===== src/rtl/nested_walker.sv =====
module nested_walker #(
  parameter int VA_W   = 48,
  parameter int PA_W   = 52,
  parameter int LEVELS = 4,
  parameter int IDX_W  = 9,
  parameter int OFF_W  = 12,
  parameter int ENT_W  = 64,
  parameter int CNT_W  = $clog2(LEVELS*(LEVELS+2)+1)
)(
  input  logic             clk,
  input  logic             rst_n,
  input  logic             miss_valid,
  output logic             miss_ready,
  input  logic [VA_W-1:0]  miss_va,
  input  logic [PA_W-1:0]  miss_groot,
  input  logic [PA_W-1:0]  miss_nroot,
  input  logic             miss_nested,
  input  logic             flush,
  output logic             rd_valid,
  input  logic             rd_ready,
  output logic [PA_W-1:0]  rd_addr,
  input  logic             rd_rsp_valid,
  input  logic [ENT_W-1:0] rd_rsp_data,
  output logic             walk_done,
  output logic [1:0]       walk_fault,
  output logic [PA_W-1:0]  walk_addr,
  output logic [CNT_W-1:0] walk_refs
);

  localparam int LVL_W = (LEVELS > 1) ? $clog2(LEVELS) : 1;
  localparam int ENT_B = $clog2(ENT_W/8);
  localparam int FRM_W = PA_W - OFF_W;
  localparam logic [LVL_W-1:0] LAST_LVL = LVL_W'(LEVELS-1);
  localparam logic [1:0] FLT_NONE = 2'd0, FLT_GUEST = 2'd1, FLT_NEST = 2'd2;

  typedef enum logic [1:0] {S_IDLE, S_ISSUE, S_WAIT, S_DRAIN} st_t;

  st_t              st_q;
  logic [VA_W-1:0]  va_q;
  logic [PA_W-1:0]  nroot_q, gbase_q, nbase_q, gpa_q;
  logic             nest_q, in_nest_q, last_q;
  logic [LVL_W-1:0] gl_q, nl_q;
  logic             done_q;
  logic [1:0]       fault_q;
  logic [PA_W-1:0]  res_q;
  logic [CNT_W-1:0] refs_q;

  logic [PA_W-1:0]  va_x, n_addr, g_addr, g_next_gpa, ent_base;
  logic [FRM_W-1:0] ent_frm;
  logic             ent_ok;
  logic [LVL_W-1:0] gl_nx;
  logic             unused_bits;

  function automatic logic [IDX_W-1:0] idx_at(input logic [PA_W-1:0] a, input logic [LVL_W-1:0] lvl);
    logic [PA_W-1:0] s;
    s = a >> (OFF_W + IDX_W*(LEVELS-1-int'(lvl)));
    return s[IDX_W-1:0];
  endfunction

  assign va_x        = {{(PA_W-VA_W){1'b0}}, va_q};
  assign ent_ok      = rd_rsp_data[0];
  assign ent_frm     = rd_rsp_data[PA_W-1:OFF_W];
  assign ent_base    = {ent_frm, {OFF_W{1'b0}}};
  assign unused_bits = ^{rd_rsp_data[ENT_W-1:PA_W], rd_rsp_data[OFF_W-1:1]};
  assign gl_nx       = gl_q + LVL_W'(1);

  assign n_addr     = {nbase_q[PA_W-1:OFF_W], idx_at(gpa_q, nl_q), {ENT_B{1'b0}}};
  assign g_addr     = nest_q ? {nbase_q[PA_W-1:OFF_W], gpa_q[OFF_W-1:0]}
                             : {gbase_q[PA_W-1:OFF_W], idx_at(va_x, gl_q), {ENT_B{1'b0}}};
  assign g_next_gpa = {ent_frm, idx_at(va_x, gl_nx), {ENT_B{1'b0}}};

  assign rd_addr    = in_nest_q ? n_addr : g_addr;
  assign rd_valid   = (st_q == S_ISSUE);
  assign miss_ready = (st_q == S_IDLE) && !flush;
  assign walk_done  = done_q;
  assign walk_fault = fault_q;
  assign walk_addr  = res_q;
  assign walk_refs  = refs_q;

  always_ff @(posedge clk or negedge rst_n) begin
    if (!rst_n) begin
      st_q <= S_IDLE;
      va_q <= '0; nroot_q <= '0; gbase_q <= '0; nbase_q <= '0; gpa_q <= '0;
      nest_q <= 1'b0; in_nest_q <= 1'b0; last_q <= 1'b0;
      gl_q <= '0; nl_q <= '0;
      done_q <= 1'b0; fault_q <= FLT_NONE; res_q <= '0; refs_q <= '0;
    end else begin
      done_q <= 1'b0;
      if (rd_valid && rd_ready)
        refs_q <= refs_q + CNT_W'(1);
      if (flush) begin
        unique case (st_q)
          S_ISSUE:         st_q <= rd_ready ? S_DRAIN : S_IDLE;
          S_WAIT, S_DRAIN: st_q <= rd_rsp_valid ? S_IDLE : S_DRAIN;
          default:         st_q <= S_IDLE;
        endcase
      end else begin
        unique case (st_q)
          S_IDLE: if (miss_valid) begin
            va_q      <= miss_va;
            nroot_q   <= miss_nroot;
            nest_q    <= miss_nested;
            in_nest_q <= miss_nested;
            gbase_q   <= miss_groot;
            nbase_q   <= miss_nroot;
            gpa_q     <= {miss_groot[PA_W-1:OFF_W],
                          idx_at({{(PA_W-VA_W){1'b0}}, miss_va}, '0), {ENT_B{1'b0}}};
            gl_q      <= '0;
            nl_q      <= '0;
            last_q    <= 1'b0;
            fault_q   <= FLT_NONE;
            res_q     <= '0;
            refs_q    <= '0;
            st_q      <= S_ISSUE;
          end
          S_ISSUE: if (rd_ready) st_q <= S_WAIT;
          S_WAIT: if (rd_rsp_valid) begin
            st_q <= S_ISSUE;
            if (in_nest_q) begin
              if (!ent_ok) begin
                done_q <= 1'b1; fault_q <= FLT_NEST; res_q <= gpa_q; st_q <= S_IDLE;
              end else begin
                nbase_q <= ent_base;
                if (nl_q == LAST_LVL) begin
                  if (last_q) begin
                    done_q <= 1'b1; res_q <= {ent_frm, gpa_q[OFF_W-1:0]}; st_q <= S_IDLE;
                  end else begin
                    in_nest_q <= 1'b0;
                  end
                end else begin
                  nl_q <= nl_q + LVL_W'(1);
                end
              end
            end else begin
              if (!ent_ok) begin
                done_q <= 1'b1; fault_q <= FLT_GUEST; res_q <= '0; st_q <= S_IDLE;
              end else if (gl_q == LAST_LVL) begin
                if (!nest_q) begin
                  done_q <= 1'b1; res_q <= {ent_frm, va_q[OFF_W-1:0]}; st_q <= S_IDLE;
                end else begin
                  gpa_q     <= {ent_frm, va_q[OFF_W-1:0]};
                  last_q    <= 1'b1;
                  in_nest_q <= 1'b1;
                  nl_q      <= '0;
                  nbase_q   <= nroot_q;
                end
              end else begin
                gl_q    <= gl_nx;
                gbase_q <= ent_base;
                if (nest_q) begin
                  gpa_q     <= g_next_gpa;
                  in_nest_q <= 1'b1;
                  nl_q      <= '0;
                  nbase_q   <= nroot_q;
                end
              end
            end
          end
          S_DRAIN: if (rd_rsp_valid) st_q <= S_IDLE;
          default: st_q <= S_IDLE;
        endcase
      end
    end
  end

endmodule


===== config.mk =====
export PLATFORM = sky130hd
export DESIGN_NAME = nested_walker
export DESIGN_NICKNAME = d
export VERILOG_FILES = /design/src/rtl/nested_walker.sv
export SDC_FILE = /design/constraint.sdc
export NUM_CORES = 1
export LEC_CHECK = 0
export BUFFER_PORTS_ARGS = -buffer_cell sky130_fd_sc_hd__clkbuf_2
export CAP_MARGIN = 20
export CORE_MARGIN = 3
export CORE_UTILIZATION = 53
export CTS_BUF_LIST = sky130_fd_sc_hd__clkbuf_8 sky130_fd_sc_hd__clkbuf_16
export DETAILED_ROUTE_END_ITERATION = 8
export HOLD_SLACK_MARGIN = 0.1
export PLACE_DENSITY = 0.78
export REMOVE_ABC_BUFFERS = 1
export SYNTH_ARGS = -nofsm -noshare
export SYNTH_HDL_FRONTEND = slang
export SYNTH_SLANG_ARGS = --single-unit

===== constraint.sdc =====
create_clock -name clk -period 5.65 [get_ports clk]
set_input_delay 1.695 -clock clk [delete_from_list [all_inputs] [get_ports clk]]
set_output_delay 1.695 -clock clk [all_outputs]
set_load 0.02 [all_outputs]

Yosys cells after proc, flatten, opt, wreduce, memory -nomap -nowiden

Index checks and enable logic that the tools add are counted.
Widths: inputs -> output; s select.

Bits in registers: 325
Bits in latches: 0
Memory bits (writable): 0
ROM bits: 0
Bits of input ports: 223
Output and inout bits: 114
Word-level logic and storage cells: 166
Memories kept: 0

Add/subtract/negate cells: 9
Multiply operators: 3
Div/mod/pow operators: 0
Order comparisons: 0
Equality and inequality tests: 23
Shift operators: 3
Multiplexer cells: 96
Bitwise operators: 1
Reductions and logical operators: 16

Operators by type and width:

| kind                | count |
|---|---|
| $mux 52             | 29 |
| $pmux 52 s2         | 4 |
| $shr 48x32->9       | 2 |
| $shr 52x32->9       | 1 |
| $mux 2              | 23 |
| $mux 1              | 29 |
| $add 5x8->9 const A | 3 |
| $mul 5x3->8 const A | 3 |
| $reduce_and 7->1    | 3 |
| $mux 5              | 4 |
| $ne 2x2->1 const B  | 8 |
| $ne 4x4->1 const B  | 4 |
| $pmux 2 s2          | 4 |
| $reduce_and 8->1    | 2 |
| $ne 3x3->1 const B  | 5 |
| $sub 2x2->3 const A | 3 |
| $eq 2x2->1 const B  | 4 |
| $pmux 2 s4          | 1 |
| $reduce_and 4->1    | 2 |
| $reduce_and 6->1    | 1 |
| $add 5x1->5 const B | 1 |
| $reduce_and 5->1    | 1 |
| $add 2x1->2 const B | 2 |
| $pmux 1 s2          | 2 |
| other kinds (9)     | 10 |

Logic depth before layout (Yosys ltp)

Word-level depth: 11
Depth in mapped cells: 12
Depth with buffers taken out: 7

Least setup slack after synthesis

No wires, ideal clock.

Path type: reg2out
Start point: register gl_q[1]
End point: output port rd_addr[10]
Arrival time: 2.561 ns
Data required time: 3.955 ns
Path slack: 1.394 ns
Cell stages (with the launch flop): 11
Buffers on the path: 5
Cell sequence: dfrtp_1 > buf_2 > buf_2 > inv_1 > ha_1 > buf_2 > buf_4 > clkbuf_1 > o311ai_0 > o211ai_1 > a32oi_1

Word-level cells in the longest chain between the ends: 6

Ends and longest elaborated chain:

| what                   | line | source |
|---|---|---|
| start, declared        | 42   | `logic [LVL_W-1:0] gl_q, nl_q;` |
| start signal, assigned | 148  | `gl_q <= gl_nx;` |
| $sub 2x2->3            | 56   | `s = a >> (OFF_W + IDX_W*(LEVELS-1-int'(lvl)));` |
| $mul 5x3->8            | 56   |  |
| $add 5x8->9            | 56   |  |
| $shr 48x32->9          | 56   |  |
| $mux 52                | 68   | `assign g_addr = nest_q ? {nbase_q[PA_W-1:OFF_W], gpa_q[OFF_W-1:0]}` |
| $mux 52                | 72   | `assign rd_addr = in_nest_q ? n_addr : g_addr;` |
| end, declared          | 21   | `output logic [PA_W-1:0] rd_addr,` |

Every way passes these cells.

Worst setup path in the final report

Start point: register gl_q[0]
End point: output port rd_addr[4]

The elaborated chain is that of the path after synthesis.

==> summary.md <==
| Metric | Value |
|---|---|
| Critical path origin | gl_q[0] |
| Total Wirelength | between 40,000 and 50,000 um |
| Via count | roughly 13,000 |
| H-tree Lvls | 1 |
| RSZ-0062 raised after global routing | no |
| Register area | about 0.0072 mm2 |
| Number of flops mapped to enable cells by yosys | 0 |
| P_int | about 6.4 mW |
| Post-synthesis sequential area ratio | around 47% |
| Vias per cell | 6.04 |
| First-pass GRT wire length | around 70,000 um |
| Max Fanout on Critical Path | 16 |
| Fmax | 197 MHz |
| Initial antenna violation count | 0 |
| Starting Density | between 50% and 60% |
| CP Data Arrival Time | between 3 and 4 ns |
| Leakage | roughly 8.0 nW |
| Tightest Pin Transition | 1.06 ns |
| Final std cell area, no fill | roughly 0.018 mm2 |
| Post-DP HPWL | 31,300 um |
| DR DRC count | 0 |
| Die W | 176 um |
| Worst endpoint required time | 3.95 ns |
| FILL cells | around 2,300 |
| Synthesized area per cell | between 10 and 15 um2 |
| Routed Antenna Nets | 0 |
| Setup crit end | rd_addr[4] |
| Fin. max-slew vios | 0 |
| Status | completed |
| Critical path depth in cells | 9 |
| Dpl ws | between 1 and 1.5 ns |
| Top FF cell, synth | dfrtp_1 |
| Sequential share of power | between 30% and 40% |
| Final Non-Filler Cells | 2,099 |
| CTS Buffer Depth | 3 |
| Final Skew | between 0.01 and 0.015 ns |
| CP Capture Type | output pin |
| Area of the core | 0.0281 mm2 |
| CTS buffer count | 31 |
| Final nets | roughly 1,900 |
| Synth-to-Final Area Change | 17.0% |
| Layout cells sized above 1 | a little under a third |
| Final setup violating endpoints | 0 |
| DR iter-0 viols | between 1,000 and 1,500 |
| Psw | 4.92 mW |
| Clock-pin slew on the worst setup and hold paths | ~0.06 ns |
| Number of global-route vias before repair | 12,800 |
| Synth async-reset ratio | 100% |
| Placed cells | around 2,000 |
| Final core utilization | 63.7% |
| Cts hold-fix bufs | 0 |
| Num rows | between 60 and 70 |
| Die Y | ~180 um |
| Worst IR Drop VDD | 0.320 mV |
| Multi-input gate area | about 0.0074 mm2 |
| Die area | a little over 0.03 mm2 |
| Largest net degree at the start of global routing | just over 100 |
| CP Launch Type | register |
| DR pass1 iterations | 5 |
| YS warnings | 0 |
| Worst Reg2Reg Path Length in Cells | 7 |
| Worst reg2reg setup slack | ~2.2 ns |
| Cells after synthesis | 1,479 |
| Clk sinks | roughly 290 |
| Clk_lat worst skew | a little under 0.6 ns |
| Post-Syn Area | approximately 0.015 mm2 |
| Crit Reg-Reg Endpoint | walk_addr[29] |
| All-Layer GR Usage | about 29% |
| Relative slew slack | 29.1% |
| Worst Hold Class | register to register |
| Crit-path max cell delay | between 0.5 and 0.6 ns |
| Placed inst area | 0.0169 mm2 |
| Setup ws final | about 0.59 ns |
| Tmin final | ~5.1 ns |
| GRT overflow | 0 |
| Pwr dens | 633 mW/mm2 |
| Sw frac | between 40 and 50% |
| Synth cell types | 56 |
| Diode count | 0 |
| CP Class | register to output pin |
| Combinational power share | a little under half |
| Slowest CP cell | mux4_2 |
| Hold Vio Cnt, Final | 0 |
| Setup bufs post-CTS | 0 |
| Clk network pwr share | between 10% and 20% |
| Maxcap violations | 0 |
| Top Ports | 337 |
| CTS tree | done |
| Cell family with most CP delay | buffers and inverters |
| Buf/Inv on CP | 3 |
| Routability cong. | between 0.9 and 1 |
| Root buffer cell | clkbuf_16 |
| R2R Path Start | gl_q[1] |
| FF+latch count, synth | approximately 290 |
| Port bufs | a little under 300 |
| Critical-path cell list | inv_1 -> ha_1 -> buf_4 -> mux4_2 -> nor2_1 -> nor4_1 -> a2111oi_0 -> a21oi_1 -> clkbuf_2 |
| Post_cts resized | 0 |
| Fin crit share | around 90% |
| Routed WL per cell | 21.8 um |
## power groups by stage
stage | Combinational (mW) | Clock, mW | Sequential (mW)
2_1_floorplan | 3.36 | 0 | 4.01
3_3_place_gp | 5.03 | 0 | 4.03
3_5_place_dp | 5.15 | 0 | 4.08
4_1_cts | 5.19 | 2.05 | 4.06
5_1_grt | 5.65 | 2.12 | 4.20
6_report | 5.22 | 2.02 | 4.08
## through the flow
step                hold slack (ns)  setup TNS [ns]  power [mW]
finish                        0.476               0        11.3
global route                  0.505               0        12.0
CTS                           0.479               0        11.3
detailed placement            0.466               0        9.23
global placement              0.456               0        9.06
floorplan                     0.444          -0.101        7.38
## cells in the final DEF, fill, tap and decap left out, types with 5 or more instances in the layout
master and n:
clkbuf_2 288, dfrtp_1 286, nor2_1 155, a21oi_1 154
mux2_2 136, nand2_1 124, o21ai_0 118, mux2i_1 114
a22oi_1 60, mux4_2 35, clkbuf_16 31, nand3_1 30
buf_4 20, inv_1 19, nor2b_1 10, a211oi_1 9
nor3_1 9, nand2b_1 9, clkbuf_8 9, a31oi_1 8
and2_1 6, ha_1 6, nand4_1 5, a221oi_1 5
clkinv_2 5
## how the worst min path moves through the flow
stage	start	endpoint	cells past startpoint	slack, ns
after CTS	gbase_q[47]	gbase_q[47]	2	0.48
after global placement	nbase_q[49]	nbase_q[49]	2	0.46
after global routing	walk_fault[0]	walk_fault[0]	2	0.51
after detailed placement	nbase_q[48]	nbase_q[48]	2	0.47
after floorplan	gbase_q[12]	gbase_q[12]	2	0.44
final	nbase_q[16]	nbase_q[16]	2	0.48
## cell usage after synthesis (2+ instances only)
cell type	n	area, um2
a2111oi_0	2	17.5
a211oi_1	9	67.6
a21oi_1	154	771
a221oi_1	5	43.8
a22o_1	3	26.3
a22oi_1	60	450
a31oi_1	8	50.1
a32oi_1	2	17.5
and2_1	8	50.1
and2b_1	2	15.0
and3_1	3	18.8
buf_1	8	30.0
buf_2	56	280
buf_4	14	105
buf_6	3	33.8
clkbuf_1	45	169
dfrtp_1	289	7230
ha_1	6	75.1
inv_1	14	52.6
mux2_2	136	1530
mux2i_1	114	1140
mux4_2	35	788
nand2_1	125	469
nand2b_1	10	62.6
nand3_1	30	150
nand3b_1	3	22.5
nand4_1	5	31.3
nor2_1	157	589
nor2b_1	10	62.6
nor3_1	9	45.0
o2111ai_1	3	26.3
o211ai_1	3	22.5
o21ai_0	118	591
o21ai_1	3	15.0
o2bb2ai_1	2	17.5
o311ai_0	2	17.5
o31ai_1	2	15.0
xor2_1	3	26.3
## state kept, by name (all words and copies together) (netlist names)
| signal | count |
|---|---|
| va_q | 48 |
| gl_q | 2 |
| last_q | 1 |
| st_q | 2 |
| walk_refs | 5 |
| nbase_q | 40 |
| nroot_q | 40 |
| walk_fault | 2 |
| nest_q | 1 |
| in_nest_q | 1 |
| nl_q | 2 |
| walk_done | 1 |
| walk_addr | 52 |
| gpa_q | 52 |
| gbase_q | 40 |
## layout make-up
class                   count  area share (%)
clock buffers              40            5.03
clock inverters            15           0.664
inverters                  15           0.315
multi-input cells        1049            41.5
flip-flops and latches    289            40.4
well taps                 378            2.64
repair buffers            313            9.38
## worst register-to-register path, stage by stage, from the launching register on
cell and delay, ns:
dfrtp_2 0.36, buf_4 0.50, ha_1 0.85, nor2b_1 0.25, o211a_4 0.79, buf_4 0.44, nor2_1 0.08, a21oi_1 0.14
## kinds of logic after synthesis
group           Yosys count  share of synthesized area [%]
compound gates          387                           14.8
xor+xnor                  4                          0.229
fa+ha+maj                 6                          0.491
buf+inv                 141                           4.41
flops                   289                           47.3
mux                     285                           22.6
simple gates            367                           10.2
## metal layers
layer,wire (um),vias up,track usage (%)
li1,-,5770,-
met1,18800,6271,39.2
met2,22300,557,48.4
met3,3580,84,5.64
met4,1130,0,6.90
met5,0,-,0
No activity file was read; power rests on OpenSTA's default activity.
